<file path="config.mk">
export PLATFORM = sky130hd
export DESIGN_NAME = endian_lsu
export DESIGN_NICKNAME = d
export VERILOG_FILES = /design/src/rtl/endian_lsu.sv
export SDC_FILE = /design/constraint.sdc
export NUM_CORES = 1
export LEC_CHECK = 0
export ABC_AREA = 1
export ABC_CLOCK_PERIOD_IN_PS = 5500
export BUFFER_PORTS_ARGS = -buffer_cell sky130_fd_sc_hd__buf_4
export CELL_PAD_IN_SITES_DETAIL_PLACEMENT = 1
export CELL_PAD_IN_SITES_GLOBAL_PLACEMENT = 1
export CORE_MARGIN = 5
export CORE_UTILIZATION = 33
export DETAILED_ROUTE_END_ITERATION = 7
export GPL_TIMING_DRIVEN = 0
export PLACE_DENSITY_LB_ADDON = 0.1
export SYNTH_ARGS = -nofsm -noshare
export SYNTH_HDL_FRONTEND = slang
export SYNTH_SLANG_ARGS = --single-unit
</file>
<file path="constraint.sdc">
create_clock -name clk -period 5.5 [get_ports clk]
set_input_delay 1.375 -clock clk [delete_from_list [all_inputs] [get_ports clk]]
set_output_delay 1.375 -clock clk [all_outputs]
set_load 0.005 [all_outputs]
</file>
<file path="src/rtl/endian_lsu.sv">
module endian_lsu #(
  parameter int ADDR_W = 32
) (
  input  logic              clk,
  input  logic              rst_n,
  input  logic              req_valid,
  input  logic              req_store,
  input  logic [1:0]        req_size,
  input  logic [ADDR_W-1:0] req_addr,
  input  logic [31:0]       req_wdata,
  input  logic              req_signed,
  input  logic              big_endian,
  output logic [ADDR_W-1:0] mem_addr,
  output logic              mem_en,
  output logic [3:0]        mem_we,
  output logic [31:0]       mem_wdata,
  input  logic [31:0]       mem_rdata,
  output logic              misaligned,
  output logic              load_valid,
  output logic [31:0]       load_data
);
  localparam logic [1:0] SZ_B = 2'd0;
  localparam logic [1:0] SZ_H = 2'd1;
  localparam logic [1:0] SZ_W = 2'd2;

  logic [1:0]  off, lane;
  logic        bad, go;
  logic [3:0]  lanes;
  logic [31:0] steered;

  assign off  = req_addr[1:0];
  assign lane = big_endian ? ~off : off;
  assign bad  = (req_size == 2'd3) || (req_size == SZ_W && off != 2'd0) ||
                (req_size == SZ_H && off[0]);
  assign go   = req_valid && !bad;

  always_comb begin
    case (req_size)
      SZ_B:    begin lanes = 4'b0001 << lane; steered = {4{req_wdata[7:0]}}; end
      SZ_H:    begin lanes = lane[1] ? 4'b1100 : 4'b0011; steered = {2{req_wdata[15:0]}}; end
      default: begin lanes = 4'b1111; steered = req_wdata; end
    endcase
  end

  logic [1:0] ld1_lane, ld1_size, ld2_lane, ld2_size;
  logic       ld1_go, ld1_sgn, ld2_sgn;

  always_ff @(posedge clk or negedge rst_n) begin
    if (!rst_n) begin
      mem_addr   <= '0;
      mem_en     <= 1'b0;
      mem_we     <= 4'b0;
      mem_wdata  <= '0;
      misaligned <= 1'b0;
      ld1_go     <= 1'b0;
      ld1_lane   <= '0;
      ld1_size   <= '0;
      ld1_sgn    <= 1'b0;
      load_valid <= 1'b0;
      ld2_lane   <= '0;
      ld2_size   <= '0;
      ld2_sgn    <= 1'b0;
    end else begin
      mem_addr   <= {req_addr[ADDR_W-1:2], 2'b00};
      mem_en     <= go;
      mem_we     <= (go && req_store) ? lanes : 4'b0;
      mem_wdata  <= (go && req_store) ? steered : '0;
      misaligned <= req_valid && bad;
      ld1_go     <= go && !req_store;
      ld1_lane   <= lane;
      ld1_size   <= req_size;
      ld1_sgn    <= req_signed;
      load_valid <= ld1_go;
      ld2_lane   <= ld1_lane;
      ld2_size   <= ld1_size;
      ld2_sgn    <= ld1_sgn;
    end
  end

  logic [31:0] shifted, ext;
  assign shifted = mem_rdata >> {ld2_lane, 3'b000};

  always_comb begin
    case (ld2_size)
      SZ_B: ext = {{24{ld2_sgn & shifted[7]}}, shifted[7:0]};
      SZ_H: ext = ld2_lane[1] ? {{16{ld2_sgn & mem_rdata[31]}}, mem_rdata[31:16]}
                              : {{16{ld2_sgn & mem_rdata[15]}}, mem_rdata[15:0]};
      default: ext = mem_rdata;
    endcase
  end

  assign load_data = load_valid ? ext : '0;
endmodule


</file>
==> key figures <==
Yosys
  • Yosys warns: 0
  • Yosys reg bits: 80
  • Seq/Total Area, Yosys: 57.3%
  • Mapped Cells: 392
  • Yosys top cell area share: 57.3%
  • Synth area leaders: dfrtp_1 57%, nand2_1 11%, nor2_1 6.8%, inv_1 3.9%, nor2_4 3.5%
  • Mean post-synth cell area: 8.92 um^2
  • Post-synth top area cell: dfrtp_1
  • Post-Syn Area: 3500 um^2
  • Cell variety after synth: 27

Timing
  • Normalized max-slew margin: 33.9%
  • Setup-failing EPs final: 0
  • Max-slew violations: 0
  • Clk_skew: 0.00175 ns
  • Period utilization: 70.5%
  • Final min period: 3.88 ns
  • Slew @ Worst Pin: 0.991 ns
  • RSZ-0062 raised after global routing: false
  • Fmax: 258 MHz
  • Hold Violations, Final: 0
  • Setup tns final: 0 ns
  • Worst hold margin: 0.352 ns

Finish
  • Commonest cells after routing, fill and taps aside: 210 x buf_4, 104 x nand2_1, 80 x dfrtp_1, 63 x nor2_1, 36 x inv_1
  • Share of post-route cells with drive strength above 1: 41.3%
  • Finished Core Util: 52.5%
  • Fillcell total: 1277
  • Synth-to-Final Area Change: 55.1%
  • Antenna cells: 0
  • Nets: 712
  • Commonest non-fill, non-tap cell in the layout: buf_4

Place
  • Buffers on Ports: 204
  • RD Place Congestion: 0.816
  • HPWL after DPL: 9650 um

Worst setup path
  • Worst Path Max Fanout: 10
  • Critical path endpoint category: output port
  • Crit start category: primary input
  • CP arrival: 2.50 ns
  • Crit path required time: 4.12 ns
  • Kind of critical path: in -> out

CTS
  • Clock root buffer: clkbuf_8
  • Clk slew on worst S/H paths: 0.07 ns
  • Cts bufs inserted: 9
  • Maximum clock path buffer count: 2
  • # H-tree levels: 3
  • Buffers inserted by post-CTS timing repair: 0
  • Post-CTS resize count: 0
  • Cts hold-fix bufs: 0
  • Clk_lat worst skew: 0.34 ns
  • CTS tree: done
  • Clk sink count: 80

Floorplanning
  • Die width: 113 um
  • Initial Utilization: 33.9%
  • Io pins: 207
  • Core area: 10300 um^2
  • Die Height: 113 um
  • Die Area: 12800 um^2
  • Rows: 37

Power
  • PD cells: 248 nW/um^2
  • Switch Pwr: 0.000344 W
  • Leak: 3.07 nW
  • Power share of the sequential group: 46.3%
  • Switch share: 25.6%
  • Combinational fraction of design power: 18.4%
  • Internal power: 0.00100 W
  • Maximum vdd drop: 184 uV
  • Clk pwr share: 35.3%

Global routing
  • Global Route met2 Usage: 35.6%
  • Largest net degree at the start of global routing: 81
  • Gr usage total: 19.1%
  • Initial antenna violation count: 0
  • GRT met1 Usage: 19.0%
  • Vias in the first global route: 3797
  • Met3 Use GR: 8.61%
  • Gr ovfl total: 0
  • Busiest grt layer: met2
  • First-pass GRT wire length: 19200 um

Status
  • Status: finished, final reports clean

Routing
  • Antenna Nets Post-Route: 0
  • Total number of vias: 3383
  • Total Wirelength: 12100 um
  • WL per Instance: 16.1 um
  • DRC errors left: 0
  • Vias/cell: 4.52
  • DR iter-0 viols: 114
  • DR pass1 iterations: 4

Worst hold path
  • Worst min path class: reg -> reg

Job
  • Max-capacitance violation count: 0
layout make-up:
type	count	area [um^2]	share of cell area [%]
inverter	38	150	2.77
buffer	18	130	2.40
clock buffer	11	141	2.61
tap	136	170	3.14
multi-input combinational	257	1220	22.5
clock inverter	5	80.1	1.48
timing repair buffer	204	1530	28.2
sequential	80	2000	36.9
synthesized netlist by cell type (all sizes together):
| cell | instances |
|---|---|
| conb | 1 |
| o21ai | 5 |
| clkbuf | 6 |
| o211ai | 1 |
| nor2 | 77 |
| o22ai | 7 |
| nor3 | 15 |
| nand2 | 110 |
| a21oi | 15 |
| inv | 38 |
| a21boi | 1 |
| buf | 12 |
| nand3 | 22 |
| xnor2 | 2 |
| dfrtp | 80 |
layer usage:
metal	vias to the layer above	part of all wire, %
met1	1612	34
met3	16	9.9
met4	0	1.8
met5	-	0
met2	119	54
li1	1636	-
critical path, cell delays in order:
cell	delay, ns
buf_4	0.13
nand2_1	0.06
nand2_1	0.09
nand2_2	0.08
nand2_2	0.07
nand2_4	0.13
nand3_4	0.08
nand2_4	0.12
buf_12	0.19
nor2_4	0.04
buf_4	0.13
cells by family (layout without fill, tap and decap cells):
family	count (synthesis)	in the layout	share of synthesized area [%]
xor+xnor	2	2	0.501
compound gates	29	29	4.55
other cells	1	2	0.107
flops	80	80	57.3
simple gates	224	224	29.6
buf+inv	56	276	8.02
worst paths after layout:
check	from	to	slack [ns]	cells past startpoint
hold / removal	ld1_lane[1]	ld2_lane[1]	0.35	0
setup reg to reg	ld1_lane[0]	ld2_lane[0]	5.01	0
max in group asynchronous	rst_n	mem_wdata[7]	3.68	1
hold reg to reg	ld1_lane[1]	ld2_lane[1]	0.35	0
setup / recovery	mem_rdata[31]	load_data[24]	1.62	11
min in group asynchronous	rst_n	mem_addr[14]	1.18	1
sequential cells by signal (all words and copies together) (netlist names):
name,flops
ld2_size,2
ld1_sgn,1
ld1_size,2
mem_addr,30
ld2_sgn,1
mem_en,1
ld1_go,1
ld1_lane,2
load_valid,1
misaligned,1
mem_we,4
mem_wdata,32
ld2_lane,2
per-stage QoR:
| step | std cells | power, W | setup slack [ns] | cell area, um^2 |
|---|---|---|---|---|
| 5_1_grt | 749 | 0.00142 | 1.52 | 5420 |
| 3_3_place_gp | 733 | 0.000875 | 1.65 | 5200 |
| 4_1_cts | 749 | 0.00136 | 1.61 | 5420 |
| 2_1_floorplan | 393 | 0.000734 | 2.02 | 3500 |
| 6_report | 749 | 0.00134 | 1.62 | 5420 |
| 3_5_place_dp | 733 | 0.000885 | 1.61 | 5200 |
power groups by stage:
stage | Clock, W | Combinational, W | Sequential [W]
after floorplan | 0 | 0.0000974 | 0.000637
after global placement | 0 | 0.000242 | 0.000633
after detailed placement | 0 | 0.000250 | 0.000635
after CTS | 0.000490 | 0.000252 | 0.000623
after global routing | 0.000519 | 0.000275 | 0.000626
final | 0.000475 | 0.000247 | 0.000623
Power figures use the tool's default switching activity.
